File: src/rtl/pd_pkg.sv
package pd_pkg;

  // Modular add for operands already below q.
  function automatic int unsigned pd_wrap_add(int unsigned a, int unsigned b, int unsigned q);
    int unsigned s;
    s = a + b;
    return (s >= q) ? s - q : s;
  endfunction

  // True when position j lies in the half-open arc (a, a+c] modulo q.
  function automatic logic pd_in_window(int unsigned j, int unsigned a, int unsigned c,
                                        int unsigned q);
    int unsigned d;
    d = pd_wrap_add(j, q - a, q);
    return (d != 0) && (d <= c);
  endfunction

endpackage

File: src/rtl/pd_step_reduce.sv
module pd_step_reduce #(
  parameter int unsigned NUM_OUT = 32,
  parameter int unsigned AW      = 5
) (
  input  logic [AW-1:0] step_raw,
  output logic [AW-1:0] step_red
);
  // step_raw < 2^AW < 2*NUM_OUT, so one subtraction is enough.
  always_comb begin
    if (32'(step_raw) >= NUM_OUT) step_red = AW'(32'(step_raw) - NUM_OUT);
    else                          step_red = step_raw;
  end
endmodule

File: src/rtl/pd_phase_acc.sv
module pd_phase_acc
  import pd_pkg::*;
#(
  parameter int unsigned NUM_OUT = 32,
  parameter int unsigned AW      = 5
) (
  input  logic          clk,
  input  logic          rst,
  input  logic [AW-1:0] step_red,
  output logic [AW-1:0] acc_q
);
  logic [AW-1:0] acc_nxt;

  always_comb acc_nxt = AW'(pd_wrap_add(32'(acc_q), 32'(step_red), NUM_OUT));

  always_ff @(posedge clk) begin
    if (rst) acc_q <= '0;
    else     acc_q <= acc_nxt;
  end

  // a zero step leaves the phase where it was
  p_hold_r6: assert property (@(posedge clk) disable iff (rst)
    (step_red == '0) |=> $stable(acc_q));
endmodule

File: src/rtl/pd_window_decode.sv
module pd_window_decode
  import pd_pkg::*;
#(
  parameter int unsigned NUM_OUT = 32,
  parameter int unsigned AW      = 5
) (
  input  logic [AW-1:0]      acc_q,
  input  logic [AW-1:0]      step_red,
  output logic [NUM_OUT-1:0] hit
);
  for (genvar g = 0; g < NUM_OUT; g++) begin : g_pos
    assign hit[g] = pd_in_window(g, 32'(acc_q), 32'(step_red), NUM_OUT);
  end
endmodule

File: src/rtl/fb_pulse_distributor.sv
module fb_pulse_distributor #(
  parameter int unsigned NUM_OUT = 32,
  localparam int unsigned AW = (NUM_OUT > 1) ? $clog2(NUM_OUT) : 1
) (
  input  logic               clk_i,
  input  logic               rst_i,
  input  logic [AW-1:0]      step_i,
  output logic [NUM_OUT-1:0] pulse_o
);
  logic [AW-1:0]      step_red;
  logic [AW-1:0]      acc_q;
  logic [NUM_OUT-1:0] hit;
  logic [NUM_OUT-1:0] pulse_q;

  pd_step_reduce #(.NUM_OUT(NUM_OUT), .AW(AW)) u_reduce (
    .step_raw(step_i), .step_red(step_red));

  pd_phase_acc #(.NUM_OUT(NUM_OUT), .AW(AW)) u_acc (
    .clk(clk_i), .rst(rst_i), .step_red(step_red), .acc_q(acc_q));

  pd_window_decode #(.NUM_OUT(NUM_OUT), .AW(AW)) u_dec (
    .acc_q(acc_q), .step_red(step_red), .hit(hit));

  always_ff @(posedge clk_i) begin
    if (rst_i) pulse_q <= '0;
    else       pulse_q <= hit;
  end

  assign pulse_o = pulse_q;

  // the cycle after reset shows zero phase and a silent bank
  p_reset_clear_r1: assert property (@(posedge clk_i) disable iff (rst_i)
    $past(rst_i) |-> (pulse_q == '0 && acc_q == '0));

  // the landing value of the accumulator is always inside the window
  p_land_r2: assert property (@(posedge clk_i) disable iff (rst_i)
    (step_red != '0) |=> pulse_q[acc_q]);

  // pulse count follows the step sampled at the edge
  p_count_r4: assert property (@(posedge clk_i) disable iff (rst_i)
    1'b1 |=> ($countones(pulse_q) == int'($past(step_red))));
endmodule

File: config.mk
export PLATFORM = sky130hd
export DESIGN_NAME = fb_pulse_distributor
export DESIGN_NICKNAME = d
export VERILOG_FILES = /design/src/rtl/pd_pkg.sv /design/src/rtl/pd_step_reduce.sv /design/src/rtl/pd_phase_acc.sv /design/src/rtl/pd_window_decode.sv /design/src/rtl/fb_pulse_distributor.sv
export SDC_FILE = /design/constraint.sdc
export NUM_CORES = 1
export LEC_CHECK = 0
export BUFFER_PORTS_ARGS = -buffer_cell sky130_fd_sc_hd__buf_4
export CORE_MARGIN = 2
export CORE_UTILIZATION = 60
export CTS_CLUSTER_DIAMETER = 50
export CTS_CLUSTER_SIZE = 40
export DETAILED_ROUTE_END_ITERATION = 8
export PLACE_DENSITY_LB_ADDON = 0.1
export SLEW_MARGIN = 10
export SYNTH_ARGS = -nofsm -noshare
export SYNTH_HDL_FRONTEND = slang
export SYNTH_HIERARCHICAL = 1
export SYNTH_SLANG_ARGS = --single-unit
File: constraint.sdc
create_clock -name clk_i -period 3.95 [get_ports clk_i]
set_input_delay 0 -clock clk_i [delete_from_list [all_inputs] [get_ports clk_i]]
set_output_delay 0 -clock clk_i [all_outputs]
set_load 0.05 [all_outputs]
Yosys cells after proc, flatten, opt, wreduce, memory -nomap -nowiden:

Index checks and enable logic that the tools add are counted.

* RAM bits: 0
* input bits: 7
* ROM bits: 0
* output and inout port bits: 32
* memories: 0
* word-level logic and storage cells: 230
* bits in latches: 0
* bits in registers: 37

* add/subtract/negate cells: 66
* equal/unequal tests: 0
* muxes and demuxes: 33
* shifts and indexed selects: 0
* multiply operators: 0
* reduce and logical (&&, ||, !) cells: 64
* divide/modulo/power cells: 0
* bitwise operators: 0
* order comparisons: 65

Operator list (number)
* $ge A32 B6 Y1 const B: 32
* $le A32 B5 Y1: 32
* $mux W32: 32
* $reduce_bool A32 Y1: 32
* $sub A32 B6 Y32 const B: 31
* $add A5 B32 Y32 const A: 16
* $add A4 B32 Y32 const A: 8
* $add A3 B32 Y32 const A: 4
* $add A2 B32 Y32 const A: 2
* $add A1 B32 Y32 const A: 1
* $logic_and A1 B1 Y1: 32
* $sub A7 B7 Y8 const B: 1
* $sub A6 B5 Y7 const A: 1
* $add A5 B5 Y6: 1
* $ge A6 B6 Y1 const B: 1
* $mux W5: 1
* $sub A5 B1 Y5 const B: 1

Longest topological paths before layout:

* word-level depth: 6
* gate-level depth with buffers: 17

Cells and area by module:

The synthesis kept the hierarchy.

Modules (own cells, without submodules)
* pd_window_decode: area an instance 4530.6 um^2, instances 1, cells an instance 665
* fb_pulse_distributor: area an instance 863.3 um^2, instances 1, cells an instance 67
* pd_phase_acc: area an instance 291.5 um^2, instances 1, cells an instance 30
* pd_step_reduce: area an instance 37.5 um^2, instances 1, cells an instance 5

Least setup slack after synthesis:

Ideal clock, no wire load.

* kind: register to register
* start point: register u_acc.acc_q[0]
* end point: register pulse_q[20], in the netlist pulse_o[20]
* stages on the path, launching flop included: 15
* library setup time: 65 ps
* arrival time: 3302 ps
* buffers on the path: 5
* clock period less this slack: 3367 ps
* setup slack: 583 ps
* cell sequence: dfxtp_1 buf_2 buf_2 inv_1 ha_1 buf_2 or2_2 nor2_1 buf_2 buf_1 inv_1 ha_1 or4b_1 a22oi_1 nor2b_1

* longest elaborated chain between the ends: 6
* elaborated cells on any way between the ends: 8
* those cells by class: add/sub (3); order compare (2); mux (1); reduce/logical (2)

Ends and longest elaborated chain
* start: declaration: RTL line pd_phase_acc.sv:10 `output logic [AW-1:0] acc_q`
* start signal: assignment: RTL line pd_phase_acc.sv:18 `else acc_q <= acc_nxt;`
* $sub A6 B5 Y7 *: RTL line pd_pkg.sv:14 `d = pd_wrap_add(j, q - a, q);`
* $add A5 B32 Y32 *: RTL line pd_pkg.sv:6 `s = a + b;`
* $sub A32 B6 Y32 / $ge A32 B6 Y1 (equally long branches): RTL line pd_pkg.sv:7 `return (s >= q) ? s - q : s;`
* $mux W32 *: RTL line pd_pkg.sv:7
* $le A32 B5 Y1 / $reduce_bool A32 Y1 (equally long branches): RTL line pd_pkg.sv:15 `return (d != 0) && (d <= c);`
* $logic_and A1 B1 Y1 *: RTL line pd_pkg.sv:15
* via hit[20]: RTL line fb_pulse_distributor.sv:12 `logic [NUM_OUT-1:0] hit;`
* end signal: assignment: RTL line fb_pulse_distributor.sv:26 `else pulse_q <= hit;`
* end: declaration: RTL line fb_pulse_distributor.sv:13 `logic [NUM_OUT-1:0] pulse_q;`

The timed path passes the listed nets; every way through them passes the cells marked *.
A chain may end at the register's enable or synchronous reset.

Final worst setup path:

* start point: register u_acc.acc_q[0]
* end point: register pulse_q[27], in the netlist pulse_o[27]

The elaborated chain is that of the path after synthesis.

==> results.md <==
- Max Cap Viol: 0
- Core Region: 9240 um^2
- Multi-input gate area: 4510 um^2
- Register area: 741 um^2
- Clock Path Buffers: 2
- CP max stage cell: xnor2_1
- Slowest stage delay, CP: 0.44 ns
- Final net count: 920
- # Post-CTS Setup Buffers: 0
- Final Hold Violating Endpoints: 0
- RSZ-0062 raised after global routing: no
- Crit share post-route: 87.4%
- Top Ports: 39
- Critical path depth: 14
- Share of cells above drive strength 1: 12.4%
- Pre-Repair DR Iteration Count: 5
- Crit path max fanout: 23
- GRT Util Overall: 33.8%
- Number of port buffers: 38
- Crit path capture type: register
- Flop-to-flop setup slack: 0.50 ns
- Initial antenna violation count: 0
- Final Instance Area: 6250 um^2
- Slew Limit Headroom: 34.5%
- Bufs and invs on worst path: 3
- Total die area: 10300 um^2
- Placed inst area: 6170 um^2
- Worst-Skew Late Latency: 0.31 ns
- Cells after Synth: 767
- First-pass GRT wire length: 27.5 mm
- Worst-path clk slew: 0.10 ns
- Leakage power: 2.99 nW
- Pin count of the biggest net entering global routing: 40
- Seq cells post-synth: 37
- Synth Area per Inst: 7.46 um^2
- Clock skew: 0.0174 ns
- # setup viols final: 0
- Largest delay share family, worst path: compound AO/OA/AOI/OAI gates
- Initial drt markers: 480
- Dominant cell type by area after synthesis: ha_1
- HP Class: in2reg
- Antenna cell count: 0
- Mapped Area: 5720 um^2
- Critical Path AT: 3.69 ns
- Final WL: 17.4 mm
- Worst setup SP type: register
- Worst flop-to-flop path endpoint: pulse_o[27]
- P per Cell Area: 879 nW/um^2
- Async S/R FF share, synth: 0%
- Vias in the first global route: 5411
- Fillers: 832
- P&R area growth vs syn: 9.27%
- Commonest non-fill, non-tap cell in the layout: ha_1
- Fmax: 0.290 GHz
- Num rows: 35
- Main synth FF type: dfxtp_1
- DIE HEIGHT: 102 um
- Placement Setup Slack: 0.598 ns
- Die Wd: 102 um
- Initial Utilization: 61.9%
- Setup CP Type: reg2reg
- Post-Layout Cell Count: 933
- Mean number of vias per cell: 6.25
- Area share of the largest cell type after synthesis: 23.8%
- Number of warnings issued by yosys: 6
- Grt total ovfl: 0
- Setup crit start: u_acc/acc_q[0]
- Peak supply drop: 0.535 mV
- Final core occ: 67.7%
- Final WS setup: 0.497 ns
- CTS H-Tree Depth: 2
- CTS Root Cell: clkbuf_8
- Fin crit period: 3.45 ns
- Status: completed
- Critical R2R Launch: u_acc/acc_q[0]
- Slew at the pin closest to its max-slew limit: 0.981 ns
- Critical Path Sink: pulse_o[27]
- Setup TNS: 0 ns
- Post-route ant nets: 0
- Register area share after synthesis: 12.9%
- Most frequent cells in the layout: 109 x ha_1, 69 x inv_1, 65 x buf_4, 59 x nand2_1, 57 x a21oi_1
- R2r worst-path depth: 14
- Worst Path Required: 4.19 ns
- Ranking of synthesized cells by area: ha_1 24%, dfxtp_1 13%, a21oi_1 5.0%
- # resized after CTS: 0
- Cts hold-fix bufs: 0
- Cell variety after synth: 78
- Max Slew Vio Count: 0
- Number of remaining DRC errors: 0
- CP cell instances: inv_1 > ha_1 > buf_4 > or2b_4 > nand4_1 > xnor2_1 > inv_1 > ha_1 > a21oi_1 > o21ai_0 > a21oi_1 > a41oi_1 > a311oi_1 > nor2b_1
- Clock sink count: 37
- Routed vias: 5832
- TritonCTS Buffers: 5
- Number of synthesized flops with an enable pin: 0
- HPWL Detailed: 12.8 mm
- TritonCTS clock tree: built
- Placer Congestion: 0.987
- Placed cells: 925
- Routed len/inst: 18.6 um
-- registers in the layout, indices dropped and copies added (netlist names) --
name and cells:
u_acc/acc_q 5, pulse_o 32
-- power by group --
| group | total, W | internal (W) | switching (W) |
|---|---|---|---|
| Combinational | 0.00462 | 0.00180 | 0.00282 |
| Clock | 0.000289 | 0.000123 | 0.000166 |
| Sequential | 0.000589 | 0.000522 | 0.0000672 |
| Total | 0.00550 | 0.00245 | 0.00305 |
-- worst min-delay path by stage --
stage          startpoint        endpoint  slack, ns  cells past startpoint
5_1_grt         step_i[4]  u_acc/acc_q[4]       0.07                      4
3_5_place_dp    step_i[4]  u_acc/acc_q[4]       0.37                      4
4_1_cts         step_i[4]  u_acc/acc_q[4]       0.05                      4
3_3_place_gp    step_i[4]  u_acc/acc_q[4]       0.36                      4
2_1_floorplan       rst_i  u_acc/acc_q[1]       0.07                      1
6_report        step_i[4]  u_acc/acc_q[4]       0.05                      4
-- worst reg2reg max path: stages, from the launching register on --
cell and delay [ns]:
dfxtp_1 0.32, inv_1 0.16, ha_1 0.39, buf_4 0.34, or2b_4 0.24, nand4_1 0.12
xnor2_1 0.44, inv_1 0.10, ha_1 0.34, a21oi_1 0.13, o21ai_0 0.13, a21oi_1 0.18
a41oi_1 0.06, a311oi_1 0.27, nor2b_1 0.17
-- final cells by class --
cell class              count  area share (%)
flip-flops and latches     37            11.8
well taps                 129            2.58
inverters                  73            4.38
repair buffers             65            7.80
clock buffers               6            1.16
clock inverters             2           0.160
multi-input cells         621            72.1
-- per-stage QoR --
stage | power, W | hold slack [ns]
after global routing | 0.00598 | 0.0717
after floorplan | 0.00401 | 0.0667
final | 0.00550 | 0.0529
after global placement | 0.00493 | 0.359
after CTS | 0.00542 | 0.0544
after detailed placement | 0.00511 | 0.366
-- synthesized netlist by cell type, types with 8 or more instances --
cell	number
ha_1	109
inv_1	69
nand2_1	59
a21oi_1	57
nor2_1	49
nor2b_1	45
o21ai_0	45
dfxtp_1	37
nand3_1	22
xnor2_1	21
buf_2	14
clkbuf_1	14
a21o_1	13
nor3_1	12
buf_4	11
o22ai_1	11
a41oi_1	10
mux2i_1	10
nand2b_1	9
o211ai_1	9
nand4_1	8
-- kinds of logic (layout without fill, tap and decap cells) --
group	Yosys count	count (layout)	synth area share [%]
other	1	10	0.0655
AOI/OAI and AO/OA	215	215	24.5
buffers and inverters	118	146	8.90
and+or+nand+nor	244	244	22.4
muxes	11	11	1.95
adders and majority gates	110	110	24.2
DFF	37	37	12.9
xor gates and xnor gates	31	31	5.14
-- metal layers --
metal  up-vias  wire, um  global-route usage (%)  part of all wire [%]
li1       2772         -                       -                     -
met1      2735      7440                    44.1                    43
met3        45      1280                    4.83                   7.4
met2       280      8160                    56.7                    47
met5         -         0                       0                     0
met4         0       512                    12.0                   2.9
No activity file was read; power rests on OpenSTA's default activity.
